==> src/rtl/rstseq_pkg.sv <==
package rstseq_pkg;
   // width of a down-counter that must hold the value n
   function automatic int cnt_width(input int n);
      return (n < 1) ? 1 : $clog2(n + 1);
   endfunction
endpackage

==> src/rtl/rstseq_sync.sv <==
module rstseq_sync #(
   parameter int STAGES = 2,
   parameter bit IDLE   = 1'b0
) (
   input  logic clk,
   input  logic d_async,
   output logic q
);
   if (STAGES < 2) begin : g_bad_stages
      $error("rstseq_sync: STAGES must be at least 2");
   end

   logic [STAGES-1:0] chain = {STAGES{IDLE}};

   always_ff @(posedge clk) chain[0] <= d_async;

   for (genvar i = 1; i < STAGES; i++) begin : g_stage
      always_ff @(posedge clk) chain[i] <= chain[i-1];
   end

   assign q = chain[STAGES-1];
endmodule

==> src/rtl/rstseq_countdown.sv <==
module rstseq_countdown
   import rstseq_pkg::*;
#(
   parameter int MAX = 64
) (
   input  logic clk,
   input  logic load,
   output logic busy
);
   localparam int CW = cnt_width(MAX);
   localparam logic [CW-1:0] FULL = CW'(MAX);

   if (MAX < 1) begin : g_bad_max
      $error("rstseq_countdown: MAX must be at least 1");
   end

   logic [CW-1:0] cnt = FULL;

   always_ff @(posedge clk) begin
      if (load)
         cnt <= FULL;
      else if (cnt != '0)
         cnt <= cnt - CW'(1);
   end

   assign busy = (cnt != '0);

   assert_reload_R5: assert property (@(posedge clk) load |=> cnt == FULL)
      else $error("countdown did not reload");
   assert_count_down_R3: assert property (@(posedge clk)
      (!load && cnt != '0) |=> cnt == $past(cnt) - CW'(1))
      else $error("countdown step wrong");
endmodule

==> src/rtl/rstseq_outreg.sv <==
module rstseq_outreg (
   input  logic clk,
   input  logic req,
   output logic rst,
   output logic rst_n,
   output logic done
);
   logic rst_q  = 1'b1;
   logic rstn_q = 1'b0;
   logic done_q = 1'b0;

   always_ff @(posedge clk) begin
      rst_q  <= req;
      rstn_q <= ~req;
      done_q <= done_q | ~req;
   end

   assign rst   = rst_q;
   assign rst_n = rstn_q;
   assign done  = done_q;

   assert_complement_R6: assert property (@(posedge clk) rst_q != rstn_q)
      else $error("reset outputs not complementary");
   assert_done_sticky_R7: assert property (@(posedge clk) done_q |=> done_q)
      else $error("done flag cleared");
endmodule

==> src/rtl/rstseq_top.sv <==
module rstseq_top #(
   parameter int POR_CYCLES     = 1024,
   parameter int STRETCH_CYCLES = 64,
   parameter int SYNC_STAGES    = 2
) (
   input  logic clk,
   input  logic btn_n_async,
   input  logic pll_lock_async,
   output logic sys_rst,
   output logic sys_rst_n,
   output logic seq_done
);
   if (POR_CYCLES < 1 || STRETCH_CYCLES < 1) begin : g_bad_counts
      $error("rstseq_top: counts must be at least 1");
   end

   logic btn_n_s, lock_s, cause, por_busy, str_busy, req;

   rstseq_sync #(.STAGES(SYNC_STAGES), .IDLE(1'b1)) u_sync_btn (
      .clk(clk), .d_async(btn_n_async), .q(btn_n_s));
   rstseq_sync #(.STAGES(SYNC_STAGES), .IDLE(1'b0)) u_sync_lock (
      .clk(clk), .d_async(pll_lock_async), .q(lock_s));

   assign cause = ~btn_n_s | ~lock_s;

   // power-up window: never reloaded, runs once from the initial value
   rstseq_countdown #(.MAX(POR_CYCLES)) u_por (
      .clk(clk), .load(1'b0), .busy(por_busy));
   // post-cause stretch: reloaded by every cycle a cause is present
   rstseq_countdown #(.MAX(STRETCH_CYCLES)) u_stretch (
      .clk(clk), .load(cause), .busy(str_busy));

   assign req = por_busy | str_busy | cause;

   rstseq_outreg u_out (
      .clk(clk), .req(req), .rst(sys_rst), .rst_n(sys_rst_n), .done(seq_done));

   assert_cause_holds_R2: assert property (@(posedge clk) cause |=> sys_rst)
      else $error("reset released while cause present");
   assert_por_holds_R1: assert property (@(posedge clk) por_busy |=> sys_rst)
      else $error("reset released during power-up window");
   assert_sync_release_R3: assert property (@(posedge clk)
      $fell(sys_rst) |-> !$past(str_busy))
      else $error("release during stretch");
endmodule

==> config.mk <==
export PLATFORM = sky130hd
export DESIGN_NAME = rstseq_top
export DESIGN_NICKNAME = d
export VERILOG_FILES = /design/src/rtl/rstseq_pkg.sv /design/src/rtl/rstseq_sync.sv /design/src/rtl/rstseq_countdown.sv /design/src/rtl/rstseq_outreg.sv /design/src/rtl/rstseq_top.sv
export SDC_FILE = /design/constraint.sdc
export NUM_CORES = 1
export LEC_CHECK = 0
export CAP_MARGIN = 0
export CELL_PAD_IN_SITES_DETAIL_PLACEMENT = 0
export CELL_PAD_IN_SITES_GLOBAL_PLACEMENT = 2
export CORE_MARGIN = 2
export CORE_UTILIZATION = 36
export DETAILED_ROUTE_END_ITERATION = 10
export PLACE_DENSITY = 0.86
export SETUP_SLACK_MARGIN = 0.5
export SLEW_MARGIN = 25
export SYNTH_ARGS = -nofsm -noshare
export SYNTH_HDL_FRONTEND = slang
export SYNTH_HIERARCHICAL = 1
export SYNTH_SLANG_ARGS = --single-unit
==> constraint.sdc <==
create_clock -name clk -period 2.2 [get_ports clk]
set_input_delay 0.22 -clock clk [delete_from_list [all_inputs] [get_ports clk]]
set_output_delay 0.22 -clock clk [all_outputs]
set_load 0.05 [all_outputs]
==> PnR_summary.wiki, run 1 <==
{| class="wikitable"
! Metric !! Value
|-
| Path class of the lowest-slack min-delay path || in -> reg
|-
| Initial DRC Count || 37
|-
| Unrepaired setup endpoints after global routing || true
|-
| DR vias || 927
|-
| Multi-input gate area || 687 µm²
|-
| Number of nets in the layout || 153
|-
| Detail-routed via count per cell || about 4.9
|-
| Maximum number of pins on one net before global-route repair || 17
|-
| Number of non-filler instances in the completed layout || 189
|-
| Number of max-cap violations || 0
|-
| Largest fanout on the critical path || 5
|-
| Full die area || 3650 µm²
|-
| Area added between synthesis and finish || 31.2%
|-
| Summed instance area of the synthesized netlist || 1150 µm²
|-
| Count of placed standard cells including taps || 170
|-
| Final worst clock skew || approximately 0.0029 ns
|-
| Post-route fraction of the period consumed by the critical path || 0.827
|-
| Antenna diode count || 0
|-
| Number of enable flip-flop cells after synthesis || 0
|-
| Register clock-pin slew on the reported worst setup and hold paths || 0.14 ns
|-
| Flip-flop and latch count after synthesis || 25
|-
| I/O pin total || 6
|-
| Logic gate share of total power || 0.472
|-
| Setup Viol. Count Final || 0
|-
| Die Height || 60.5 µm
|-
| Dpl ws || around 0.33 ns
|-
| Gpl congestion || 0.758
|-
| Max-slew violation count || 0
|-
| Share of final-layout standard cells stronger than drive strength 1 || 0.303
|-
| Class of the most critical setup path || reg -> reg
|-
| Length of routed met3 wiring || 31 µm
|-
| Routed wire per std cell || 12.2 µm
|-
| Most used DFF post-synth || dfxtp_1
|-
| Width of the die || 60.5 µm
|-
| DRC || 0
|-
| Share of flip-flops with an asynchronous set or reset after synthesis || 0
|-
| Placement row count || 20
|-
| CTS buffer count || 3
|-
| Met1 wire length || roughly 1000 µm
|-
| Leakage power || between 0.6 and 0.7 nW
|-
| Share of total power consumed by net switching || 0.375
|-
| Sequential group share of total power || 0.399
|-
| Internal power || 1.05 mW
|-
| Syn avg cell area || ~9.5 µm²
|-
| Routed length on met2 || 1210 µm
|-
| # fillers || 322
|-
| Maximum vdd drop || 0.365 mV
|-
| Wire length of the first global-routing pass || 3980 µm
|-
| Count of clock tree sinks || 25
|-
| Area of the core region || 3050 µm²
|-
| Initial Utilization || 0.376
|-
| Hold-critical path depth || 1
|-
| Clock network power share || 0.130
|-
| Instance count of the mapped netlist || 121
|-
| Count of cell types in the netlist || 45
|-
| Data arrival time at the worst-slack endpoint || between 2 and 2.5 ns
|-
| Final hold violation count || 0
|-
| Clock root buffer || clkbuf_4
|-
| CTS tree || done
|-
| Startpoint type of the worst setup path || flip-flop
|-
| Reg-to-reg critical path startpoint || u_por/cnt[0]$_SDFFE_PP0P_
|-
| Wirelength, routed || 2300 µm
|-
| Aggregate global-route resource usage || 0.142
|-
| Half-perimeter wire length after placement || roughly 1500 µm
|-
| Final setup margin || 0.380 ns
|-
| Finished Core Util || 0.493
|-
| Capturing element type of the critical path || flip-flop
|-
| Worst Reg-to-Reg Cells || 6
|-
| Register Area || roughly 510 µm²
|-
| Data required time at the worst endpoint || 2.43 ns
|-
| Clock insertion delay at the later pin of the skew report || ~0.32 ns
|-
| YS warnings || 6
|-
| Actual transition at the worst max-transition pin || 0.491 ns
|-
| Clock buffer depth || 2
|-
| Global-route congestion overflow total || 0
|-
| Power per cell area || 1110 nW/µm²
|-
| Status || finished clean
|-
| Startpoint of the worst hold path || btn_n_async
|-
| Sequential cell area fraction in the yosys report || 0.436
|-
| Number of levels the H-tree was split into || 1
|-
| Antenna-violating nets left || 0
|-
| Length of the first detailed-routing pass in iterations || 2
|-
| Maximum operating frequency || about 550 MHz
|-
| Aggregate negative setup slack || 0 ns
|-
| CTS Hold Buffers Added || 0
|-
| Initial antenna violation count || 0
|-
| Via count of the first global-routing pass || between 900 and 1000
|-
| Slew margin rel. || 0.670
|-
| Power dissipated by switching net loads || approximately 630 µW
|-
| Time the final worst path needs with I/O delays and setup || 1.82 ns
|-
| Worst Setup SP || u_por/cnt[0]$_SDFFE_PP0P_
|-
| Port Buf Inserts || 5
|-
| Highest metal layer used by the detailed router || met4
|}
==> path summary, 6_finish.rpt <==
check,slack (ns),endpoint
setup / recovery,0.38,u_por/cnt[0]$_SDFFE_PP0P_
hold / removal,0.32,u_sync_btn/chain[0]$_DFF_P_
setup reg to reg,0.38,u_por/cnt[0]$_SDFFE_PP0P_
hold reg to reg,0.34,u_sync_btn/q$_DFF_P_
==> final cells by class <==
| class | instances | share of cell area |
|---|---|---|
| timing repair buffer | 20 | 0.116 |
| tap | 44 | 0.0366 |
| clock buffer | 3 | 0.0150 |
| multi-input combinational | 85 | 0.456 |
| inverter | 11 | 0.0308 |
| clock inverter | 1 | 0.00582 |
| sequential | 25 | 0.340 |
==> synth_stat cells (2+ instances only) <==
master	number	area, µm²
xnor2_1	3	26.3
ha_1	4	50.1
inv_1	11	41.3
clkbuf_1	3	11.3
dfxtp_1	25	500
nor3_1	8	40.0
nor4_1	3	18.8
nor2b_1	2	12.5
nand2_1	2	7.51
a21oi_1	6	30.0
o31ai_1	2	15.0
o311ai_0	2	17.5
o21ai_0	6	30.0
nand2b_1	3	18.8
nor2_1	7	26.3
or4_1	4	30.0
a211oi_1	2	15.0
==> metrics by stage <==
| stage | power (mW) | hold WS [ns] | cell area (µm²) |
|---|---|---|---|
| after floorplan | 1.11 | 0.248 | 1220 |
| after global placement | 1.18 | 0.312 | 1290 |
| after detailed placement | 1.19 | 0.313 | 1290 |
| after CTS | 1.55 | 0.302 | 1410 |
| after global routing | 1.80 | 0.302 | 1510 |
| final | 1.68 | 0.322 | 1510 |
==> placed cells by master (no fill, tap or decap), drive strengths merged, types with 3 or more instances in the layout <==
cell and instances:
inv 12, buf 15, xnor2 3, or4 5
nand2b 3, nor4 5, o21ai 6, ha 4
a21oi 6, nor2 7, nor3 9, conb 6
dfxtp 25, clkbuf 3
==> power by group through the flow <==
stage / sequential (mW) / clock [mW] / combinational [mW]
2_1_floorplan: 0.658 / 0 / 0.447
3_3_place_gp: 0.679 / 0 / 0.498
3_5_place_dp: 0.684 / 0 / 0.509
4_1_cts: 0.659 / 0.230 / 0.661
5_1_grt: 0.685 / 0.248 / 0.862
6_report: 0.669 / 0.218 / 0.791
==> state kept, by name, indices dropped and copies added (netlist names) <==
name               flops
u_por/cnt             11
u_out/rst_n            1
u_stretch/cnt          7
u_sync_lock/chain      1
u_sync_lock/q          1
u_sync_btn/q           1
u_sync_btn/chain       1
u_out/rst              1
u_out/done             1
==> repair_timing <==
action                     CTS  global route
setup endpoints to repair   10            14
resized for setup            7            13
pin swaps                    4             7
setup buffers               10             5
==> critical path: stages, from the launching register on <==
cell	delay, ns
dfxtp_4	0.38
inv_4	0.08
ha_4	0.12
or4b_4	0.51
nor3_4	0.23
buf_6	0.13
mux2_4	0.28
==> logic make-up after synthesis <==
group	synth area share
other	0.00327
AO/OA/AOI/OAI	0.145
XOR/XNOR	0.0229
buffers and inverters	0.0567
AND/OR/NAND/NOR	0.274
flip-flops	0.436
multiplexers	0.0185
adder cells (fa/ha/maj)	0.0436
==> layer usage <==
layer / GRT usage / up-vias
li1: - / 478
met1: 0.158 / 440
met2: 0.258 / 5
met3: 0.0448 / 4
met4: 0.0466 / 0
met5: 0 / -
(Power assumes the default switching activity.)
==> run 2, diff against run 1 <==
Clock period 2.2 ns to 1.75 ns, I/O delays scaled along.
==> run 2 against run 1 <==
Sequential cell count unchanged; final cell count increased by 0.53%; core utilization increased by 2.2 points; worst setup slack got worse by 0.37 ns; combinational power increased by 38%; largest cell class unchanged; via count increased by 1.7%; total power increased by 29%; critical endpoint is now u_por/cnt[8]$_SDFFE_PP0P_; critical path type unchanged; global-route usage increased by 0.29 points; highest routed layer unchanged.
==> PnR_summary.wiki, run 2 (synthesis results as in run 1) <==
{| class="wikitable"
! Metric !! Value
|-
| Half-perimeter wire length after placement || 1670 µm (+13%)
|-
| Initial Utilization || 0.376 (unchanged)
|-
| Maximum number of pins on one net before global-route repair || 14 (-3)
|-
| Final worst clock skew || 0.00167 ns (-0.00125 ns)
|-
| Count of clock tree sinks || 25 (unchanged)
|-
| Maximum operating frequency || 576 MHz (+4.7%)
|-
| Share of final-layout standard cells stronger than drive strength 1 || 0.438 (+0.135)
|-
| Number of max-cap violations || 0 (unchanged)
|-
| I/O pin total || 6 (unchanged)
|-
| Path class of the lowest-slack min-delay path || in -> reg
|-
| Instance area after placement || 1380 µm² (+7.3%)
|-
| DR vias || 943 (+1.7%)
|-
| Clock root buffer || clkbuf_4
|-
| Time the final worst path needs with I/O delays and setup || 1.74 ns (-0.0824 ns)
|-
| Met1 wire length || 1160 µm (+13%)
|-
| Final setup margin || 0.0126 ns (-0.368 ns)
|-
| Final hold violation count || 0 (unchanged)
|-
| Data arrival time at the worst-slack endpoint || 1.99 ns (-0.06 ns)
|-
| Power per cell area || 1370 nW/µm² (+23%)
|-
| Status || finished clean
|-
| Class of the most critical setup path || reg -> reg
|-
| Length of the first detailed-routing pass in iterations || 4 (+2)
|-
| Capturing element type of the critical path || flip-flop
|-
| Width of the die || 60.5 µm (unchanged)
|-
| Most common cell after layout, fill and taps aside || dfxtp_1
|-
| Wire length of the first global-routing pass || 4070 µm (+2.3%)
|-
| Clock insertion delay at the later pin of the skew report || 0.30 ns (-0.02 ns)
|-
| CTS buffer count || 3 (unchanged)
|-
| Antenna-violating nets left || 0 (unchanged)
|-
| Number of nets in the layout || 154 (+0.65%)
|-
| Post-route fraction of the period consumed by the critical path || 0.993 (+0.166)
|-
| Data required time at the worst endpoint || 2.00 ns (-0.43 ns)
|-
| Area of the core region || 3050 µm² (unchanged)
|-
| Routed wire per std cell || 12.3 µm (+1.4%)
|-
| Full die area || 3650 µm² (unchanged)
|-
| Antenna diode count || 0 (unchanged)
|-
| Max-slew violation count || 0 (unchanged)
|-
| Detail-routed via count per cell || 4.96 (+1.2%)
|-
| Maximum vdd drop || 0.597 mV (+64%)
|-
| Post-route worst hold slack || 0.298 ns (-0.0238 ns)
|-
| DRC || 0 (unchanged)
|-
| Top register by number of flip-flops || u_por/cnt
|-
| Dpl ws || 0.0133 ns (-0.318 ns)
|-
| Initial antenna violation count || 0 (unchanged)
|-
| Max FFs per register || 11 (unchanged)
|-
| Register clock-pin slew on the reported worst setup and hold paths || 0.13 ns (about the same)
|-
| Aggregate global-route resource usage || 0.145 (+0.00290)
|-
| Global-route congestion overflow total || 0 (unchanged)
|-
| Wirelength, routed || 2350 µm (+2.0%)
|-
| Routed length on met2 || 1100 µm (-8.6%)
|-
| Number of levels the H-tree was split into || 1 (unchanged)
|-
| Length of routed met3 wiring || 63 µm (+100%)
|-
| Aggregate negative setup slack || 0 ns (unchanged)
|-
| Setup Viol. Count Final || 0 (unchanged)
|-
| Clock buffer depth || 2 (unchanged)
|-
| Unrepaired setup endpoints after global routing || true
|-
| Most frequent cells in the layout || dfxtp_1, buf_4, nor2_1, nor3_1, dfxtp_2
|-
| Highest metal layer used by the detailed router || met4
|-
| Largest registers in the final layout || u_por/cnt (11), u_stretch/cnt (7)
|-
| Largest fanout on the critical path || 7 (+2)
|-
| Leakage power || 0.610 nW (+0.42%)
|-
| Area added between synthesis and finish || 37.1%
|-
| Startpoint type of the worst setup path || flip-flop
|-
| Via count of the first global-routing pass || 897 (-8.0%)
|-
| Fin area || 1570 µm² (+4.5%)
|-
| Die Height || 60.5 µm (unchanged)
|-
| Gpl congestion || 0.758 (about the same)
|-
| Initial DRC Count || 30 (-19%)
|-
| CTS tree || done
|-
| Port Buf Inserts || 5 (unchanged)
|-
| Placement row count || 20 (unchanged)
|}
## run 2: worst paths after layout
| kind | endpoint | cells past startpoint | start | slack, ns |
|---|---|---|---|---|
| worst min register to register | u_sync_lock/q$_DFF_P_ | 0 | u_sync_lock/chain[0]$_DFF_P_ | 0.34 |
| worst max register to register | u_por/cnt[8]$_SDFFE_PP0P_ | 4 | u_por/cnt[4]$_SDFFE_PP0P_ | 0.01 |
| worst min-delay path | u_sync_lock/chain[0]$_DFF_P_ | 1 | pll_lock_async | 0.30 |
| worst max-delay path | u_por/cnt[8]$_SDFFE_PP0P_ | 4 | u_por/cnt[4]$_SDFFE_PP0P_ | 0.01 |
## run 2: final cells by class
| class | count | area, µm² |
|---|---|---|
| Sequential cell | 25 | 517 |
| Fill cell | 292 | 1480 |
| Multi-Input combinational cell | 85 | 736 |
| Tap cell | 44 | 55.1 |
| Clock buffer | 4 | 26.3 |
| Inverter | 11 | 46.3 |
| Timing Repair Buffer | 21 | 193 |
## run 2: per-stage QoR
step                      std cells  utilization  power [mW]
after floorplan                 126            -        1.44
after global placement          180        0.453        1.62
after detailed placement        180        0.453        1.63
after CTS                       188        0.494        2.03
after global routing            190        0.515        2.33
final                           190        0.515        2.16
## run 2: per-layer routing
layer,track usage,vias up
met5,0,-
met1,0.204,449
met4,0.0373,0
met2,0.230,8
li1,-,484
met3,0.0299,2
## run 2: what timing repair did
action	4_1_cts	5_1_grt
gates cloned	0	0
pin swaps	7	7
setup buffers	4	2
setup endpoints to repair	18	19
hold buffers	0	0
resized for setup	22	18
## run 2: report_power, final
group          internal [mW]  switching [mW]  total (mW)
clock network         0.0888           0.161       0.250
logic                  0.562           0.525        1.09
registers              0.699           0.124       0.823
total                   1.35           0.810        2.16
## run 2: critical path, stage by stage, from the launching register on
cell and delay [ns]:
dfxtp_2 0.34, or4_4 0.56, buf_12 0.16, or4b_4 0.51
a21oi_2 0.12
==> run 3, diff against run 2 <==
Settings changed: HOLD_SLACK_MARGIN from default to 0.08.
==> results of run 3 <==
The final DEF is identical to that of run 2; final timing and power are the same.
